File: src/rtl/cordic_rot_pkg.sv
package cordic_rot_pkg;
  // Direction masks: bit i set means a positive micro-rotation at step i.
  localparam int TBL_STEPS = 11;
  localparam logic [TBL_STEPS-1:0] SGN_3PI8  = 11'b10011011011;
  localparam logic [TBL_STEPS-1:0] SGN_3PI16 = 11'b11010001101;
  localparam logic [TBL_STEPS-1:0] SGN_PI16  = 11'b10111101001;

  typedef enum logic [1:0] {
    ANG_3PI8  = 2'd0,
    ANG_3PI16 = 2'd1,
    ANG_PI16  = 2'd2,
    ANG_RSVD  = 2'd3
  } ang_code_e;
endpackage

File: src/rtl/cordic_dir_rom.sv
module cordic_dir_rom
  import cordic_rot_pkg::*;
#(
  parameter int IDX_W = 4
) (
  input  ang_code_e        ang,
  input  logic [IDX_W-1:0] idx,
  output logic             dir_pos
);
  logic [TBL_STEPS-1:0] row;
  logic [TBL_STEPS-1:0] shifted;

  always_comb begin
    unique case (ang)
      ANG_3PI8:  row = SGN_3PI8;
      ANG_3PI16: row = SGN_3PI16;
      ANG_PI16:  row = SGN_PI16;
      default:   row = '1;
    endcase
    shifted = row >> idx;
    dir_pos = shifted[0];
  end
endmodule

File: src/rtl/cordic_step.sv
module cordic_step #(
  parameter int W     = 18,
  parameter int SH_W  = 4
) (
  input  logic signed [W-1:0] x_cur,
  input  logic signed [W-1:0] y_cur,
  input  logic [SH_W-1:0]     sh,
  input  logic                dir_pos,
  output logic signed [W-1:0] x_nxt,
  output logic signed [W-1:0] y_nxt
);
  logic signed [W-1:0] y_sh;
  logic signed [W-1:0] x_sh;

  always_comb begin
    y_sh = y_cur >>> sh;
    x_sh = x_cur >>> sh;
    if (dir_pos) begin
      x_nxt = x_cur - y_sh;
      y_nxt = y_cur + x_sh;
    end else begin
      x_nxt = x_cur + y_sh;
      y_nxt = y_cur - x_sh;
    end
  end
endmodule

File: src/rtl/cordic_ctrl.sv
module cordic_ctrl
  import cordic_rot_pkg::*;
#(
  parameter int MAX_ITER = 11,
  parameter int ITER_W   = 4
) (
  input  logic              clk,
  input  logic              rst_n,
  input  logic              start,
  input  logic [1:0]        angle_sel,
  input  logic [ITER_W-1:0] iter_cnt,
  output logic              load,
  output logic              step,
  output logic [ITER_W-1:0] cnt_q,
  output logic [ITER_W-1:0] tgt_q,
  output ang_code_e         ang_q,
  output logic              busy_q,
  output logic              done_q
);
  localparam logic [ITER_W-1:0] LIMIT = ITER_W'(MAX_ITER);

  logic [ITER_W-1:0] n_clamp;
  logic [ITER_W-1:0] cnt_d;
  logic [ITER_W-1:0] tgt_d;
  logic [ITER_W-1:0] cnt_inc;
  ang_code_e         ang_d;
  logic              busy_d;
  logic              done_d;

  always_comb begin
    n_clamp = (iter_cnt > LIMIT) ? LIMIT : iter_cnt;
    load    = start && !busy_q && (angle_sel != ANG_RSVD);
    step    = busy_q;
    cnt_inc = cnt_q + 1'b1;
    cnt_d   = cnt_q;
    tgt_d   = tgt_q;
    ang_d   = ang_q;
    busy_d  = busy_q;
    done_d  = 1'b0;
    if (load) begin
      cnt_d  = '0;
      tgt_d  = n_clamp;
      ang_d  = ang_code_e'(angle_sel);
      busy_d = (n_clamp != '0);
      done_d = (n_clamp == '0);
    end else if (busy_q) begin
      cnt_d  = cnt_inc;
      done_d = (cnt_inc == tgt_q);
      busy_d = !done_d;
    end
  end

  always_ff @(posedge clk or negedge rst_n) begin
    if (!rst_n) begin
      cnt_q  <= '0;
      tgt_q  <= '0;
      ang_q  <= ANG_3PI8;
      busy_q <= 1'b0;
      done_q <= 1'b0;
    end else begin
      cnt_q  <= cnt_d;
      tgt_q  <= tgt_d;
      ang_q  <= ang_d;
      busy_q <= busy_d;
      done_q <= done_d;
    end
  end
endmodule

File: src/rtl/cordic_rot_rec.sv
module cordic_rot_rec
  import cordic_rot_pkg::*;
#(
  parameter int DATA_W   = 16,
  parameter int GUARD    = 2,
  parameter int MAX_ITER = 11,
  parameter int ITER_W   = $clog2(MAX_ITER + 1)
) (
  input  logic                      clk,
  input  logic                      rst_n,
  input  logic                      start,
  input  logic [1:0]                angle_sel,
  input  logic [ITER_W-1:0]         iter_cnt,
  input  logic signed [DATA_W-1:0]  x_in,
  input  logic signed [DATA_W-1:0]  y_in,
  output logic signed [DATA_W+GUARD-1:0] x_out,
  output logic signed [DATA_W+GUARD-1:0] y_out,
  output logic                      done
);
  localparam int IW = DATA_W + GUARD;

  // Reset: asynchronous assertion, synchronous release.
  logic rst_meta;
  logic rst_sync_n;
  always_ff @(posedge clk or negedge rst_n) begin
    if (!rst_n) begin
      rst_meta   <= 1'b0;
      rst_sync_n <= 1'b0;
    end else begin
      rst_meta   <= 1'b1;
      rst_sync_n <= rst_meta;
    end
  end

  logic              load;
  logic              step;
  logic              busy;
  logic [ITER_W-1:0] cnt;
  logic [ITER_W-1:0] tgt;
  ang_code_e         ang;
  logic              dir_pos;

  cordic_ctrl #(.MAX_ITER(MAX_ITER), .ITER_W(ITER_W)) u_ctrl (
    .clk(clk), .rst_n(rst_sync_n), .start(start), .angle_sel(angle_sel),
    .iter_cnt(iter_cnt), .load(load), .step(step), .cnt_q(cnt), .tgt_q(tgt),
    .ang_q(ang), .busy_q(busy), .done_q(done)
  );

  cordic_dir_rom #(.IDX_W(ITER_W)) u_rom (
    .ang(ang), .idx(cnt), .dir_pos(dir_pos)
  );

  logic signed [IW-1:0] x_q, y_q;
  logic signed [IW-1:0] x_st, y_st;
  logic signed [IW-1:0] x_d, y_d;
  logic                 vec_en;

  cordic_step #(.W(IW), .SH_W(ITER_W)) u_step (
    .x_cur(x_q), .y_cur(y_q), .sh(cnt), .dir_pos(dir_pos),
    .x_nxt(x_st), .y_nxt(y_st)
  );

  always_comb begin
    vec_en = load || step;
    if (load) begin
      x_d = IW'(x_in);
      y_d = IW'(y_in);
    end else begin
      x_d = x_st;
      y_d = y_st;
    end
  end

  always_ff @(posedge clk or negedge rst_sync_n) begin
    if (!rst_sync_n) begin
      x_q <= '0;
      y_q <= '0;
    end else if (vec_en) begin
      x_q <= x_d;
      y_q <= y_d;
    end
  end

  assign x_out = x_q;
  assign y_out = y_q;
endmodule

File: config.mk
export PLATFORM = sky130hd
export DESIGN_NAME = cordic_rot_rec
export DESIGN_NICKNAME = d
export VERILOG_FILES = /design/src/rtl/cordic_rot_pkg.sv /design/src/rtl/cordic_dir_rom.sv /design/src/rtl/cordic_step.sv /design/src/rtl/cordic_ctrl.sv /design/src/rtl/cordic_rot_rec.sv
export SDC_FILE = /design/constraint.sdc
export NUM_CORES = 1
export LEC_CHECK = 0
export BUFFER_PORTS_ARGS = -buffer_cell sky130_fd_sc_hd__buf_2
export CORE_MARGIN = 3
export CORE_UTILIZATION = 45
export CTS_BUF_LIST = sky130_fd_sc_hd__clkbuf_4 sky130_fd_sc_hd__clkbuf_8
export CTS_CLUSTER_DIAMETER = 120
export DETAILED_ROUTE_END_ITERATION = 8
export SKIP_CTS_REPAIR_TIMING = 1
export SYNTH_ARGS = -nofsm -noshare
export SYNTH_HDL_FRONTEND = slang
export SYNTH_SLANG_ARGS = --single-unit
File: constraint.sdc
create_clock -name clk -period 2.5 [get_ports clk]
set_input_delay 0.125 -clock clk [delete_from_list [all_inputs] [get_ports clk]]
set_output_delay 0.125 -clock clk [all_outputs]
set_load 0.02 [all_outputs]
==> flow_metrics.py <==
metrics = {
    "run_status": {
        "violations": "setup timing",
        "status": "complete, but fails checks",
    },
    "critical_path": {
        "reg2reg_from": "u_ctrl.cnt_q[0]",
        "crit_start": "u_ctrl.cnt_q[0]",
        "worstSetupPathType": "reg2reg",
        "cp-end-kind": "register",
        "cp.required_ns": 2.70,
        "cp-start-kind": "register",
        "cp.arrival_ns": 4.67,
        "critPathMaxFanout": 6,
    },
    "floorplan": {
        "ios": 78,
        "start_util_pct": 46.27,
        "core-area_mm2": 0.01399,
        "fp-row-count": 43,
        "die_area_mm2": 0.01586,
        "die_y_um": 125.9,
        "die_w_um": 125.9,
    },
    "routing": {
        "viasPerCell": 5.927,
        "wl_um": 26160,
        "drt-initial-drc-count": 533,
        "num_vias": 7652,
        "wl_per_cell_um": 20.27,
        "first_pass_iters": 5,
        "post-route-drc-count": 0,
        "detail-route-antenna-nets": 0,
    },
    "clock_tree": {
        "clock_path_buffers": 2,
        "cts_tree": "done",
        "path_clk_slew_ns": 0.12,
        "ctsRootBufferMaster": "clkbuf_8",
        "ctsHtreeMaxLevel": 2,
        "numCtsBuffers": 5,
        "clkLatencyLatePin_ns": 0.35,
        "numClockSinks": 50,
    },
    "min_path": {
        "hold_path.startpoint": "angle_sel[0]",
        "hold_class": "in2reg",
    },
    "synthesis": {
        "syn_nets": 859,
        "ys_ff_latch": 50,
        "netlist_area_mm2": 0.006472,
        "synthDistinctLibCells": 63,
        "ys_seq_area_share_pct": 19.33,
        "synth_edf_count": 0,
        "ys_top_cells_by_area": "dfrtp_1 19%, mux4_2 11%, ha_1 7.7%",
        "synthArstFlopShare_pct": 100.0,
        "yosys.area.top_type_share_pct": 19.33,
        "synth_largest_area_cell": "dfrtp_1",
        "synthCells": 776,
        "synth_area_per_cell_um2": 8.341,
        "synthFlopType": "dfrtp_1",
        "yosysWarnings": 0,
    },
    "sta": {
        "fmaxAchievable_mhz": 223.6,
        "min_period_ns": 4.472,
        "tightest_slew_ns": 0.7880,
        "whs_ns": 0.02282,
        "setup_viol": 34,
        "rsz0062_at_grt": "true",
        "finalWorstSetupSlack_ns": -1.972,
        "slew_headroom_pct": 47.41,
        "skew_ns": 0.01082,
        "slew_violations": 0,
        "hold_viol": 0,
        "fin_crit_sh_pct": 178.9,
    },
    "cells_and_area": {
        "fin_area_mm2": 0.01000,
        "nets": 1193,
        "syn2layout_area_growth_pct": 54.53,
        "seqCellArea_mm2": 0.001260,
        "n_antenna_cell": 0,
        "drive_above_1_share_pct": 49.77,
        "multi_input_area_mm2": 0.005500,
        "fin_cells": 1291,
        "nFillCells": 1101,
    },
    "job": {
        "cap_violations": 0,
    },
    "placement": {
        "dp_hpwl_um": 20060,
        "placed_area_mm2": 0.008992,
        "dp_cells": 1241,
        "gp_congestion": 0.9819,
        "port_buffers": 77,
    },
    "global_route": {
        "grt_overflow_total": 0,
        "first_global_vias": 7534,
        "grt_max_degree": 37,
        "grt_pass1_wl_um": 39410,
        "grt_use_total_pct": 31.11,
        "antenna_found_initial": 0,
    },
}
## through the flow
| step | worst slack (ns) | util [%] | setup TNS [ns] |
|---|---|---|---|
| detailed placement | -2.061 | 64.28 | -48.88 |
| CTS | -2.092 | 64.98 | -50.03 |
| finish | -1.972 | 71.50 | -46.33 |
| global route | -2.169 | 71.50 | -51.64 |
| floorplan | -1.827 | - | -42.27 |
| global placement | -1.903 | 64.28 | -45.40 |
## cells by family (layout without fill, tap and decap cells)
kind of cell    after synthesis  after routing  share of synthesized area [%]
simple gates                244            244                          17.94
compound gates              217            217                          21.40
mux                          94             94                          21.07
buf+inv                      76            411                          4.813
xor+xnor                     52             52                          7.036
flops                        50             50                          19.33
fa+ha+maj                    42             42                          8.351
other cells                   1              1                        0.05794
## state kept, by name, indices dropped and copies added (netlist names)
name,flops
x_out,18
y_out,18
rst_sync_n,1
u_ctrl.busy_q,1
u_ctrl.done_q,1
u_ctrl.cnt_q,4
u_ctrl.tgt_q,4
rst_meta,1
u_ctrl.ang_q,2
## cells in the final DEF, fill, tap and decap left out, types with 6 or more instances in the layout
| master | n |
|---|---|
| xnor2_2 | 9 |
| nor2_2 | 8 |
| mux4_2 | 32 |
| o21ai_1 | 20 |
| mux2i_1 | 41 |
| dfrtp_1 | 45 |
| nand2_1 | 94 |
| buf_2 | 77 |
| and3_1 | 7 |
| a31oi_1 | 15 |
| o211ai_1 | 7 |
| xor2_1 | 17 |
| buf_6 | 25 |
| buf_4 | 263 |
| o21ai_2 | 9 |
| nor3_1 | 12 |
| inv_1 | 23 |
| nand3_1 | 22 |
| a21oi_2 | 14 |
| o21a_1 | 10 |
| a211oi_1 | 7 |
| a21o_1 | 10 |
| or3_1 | 9 |
| mux2_2 | 14 |
| a21oi_1 | 28 |
| xnor2_1 | 26 |
| nor2_1 | 34 |
| ha_1 | 34 |
| o21ai_0 | 29 |
| a31oi_2 | 6 |
| nand2b_1 | 10 |
## final cells by class
| class | count | area share [%] |
|---|---|---|
| repair buffers | 375 | 28.06 |
| inverters | 28 | 1.126 |
| clock buffers | 5 | 0.6880 |
| clock inverters | 3 | 0.2877 |
| multi-input cells | 650 | 54.99 |
| flip-flops and latches | 50 | 12.60 |
| well taps | 180 | 2.252 |
## routing by layer
metal | routed length [µm] | global-route usage, % | vias up
met5 | 0 | 0 | -
met4 | 865 | 11.04 | 0
met3 | 1367 | 3.774 | 63
met2 | 12870 | 53.40 | 296
met1 | 11060 | 40.49 | 3734
li1 | - | - | 3559
## critical path: stages, from the launching register on
cell and delay (ns):
dfrtp_4 0.49, buf_12 0.14, mux4_2 0.52, mux4_2 0.51, buf_4 0.16, buf_4 0.14
nor3b_1 0.26, a21oi_2 0.10, xor2_1 0.18, ha_2 0.20, a21o_1 0.18, a21o_1 0.22
a2111oi_4 0.40, a31oi_2 0.16, a31oi_2 0.24, buf_4 0.15, nand3_1 0.06, mux2i_1 0.18
a311oi_1 0.06
## Yosys cell counts (17+ instances only)
cell type	instances
clkbuf_1	30
nand3_1	22
xor2_1	17
mux2i_1	47
ha_1	40
nand2_1	98
inv_1	28
mux4_2	31
dfrtp_1	50
o21ai_0	61
a21oi_1	45
nor2_1	44
a31oi_1	21
xnor2_1	35
## worst paths after layout
path | endpoint | slack [ns] | depth (start not counted)
max in group asynchronous | y_out[11] | 1.59 | 1
setup reg to reg | x_out[17] | -1.97 | 18
min in group asynchronous | rst_sync_n | 0.07 | 2
hold reg to reg | x_out[3] | 0.30 | 0
setup / recovery | x_out[17] | -1.97 | 18
hold / removal | u_ctrl.ang_q[0] | 0.02 | 3
Power is left out: the tool's default activity adds up to more than one toggle a clock period on the data nets, which glitch-free logic cannot reach.
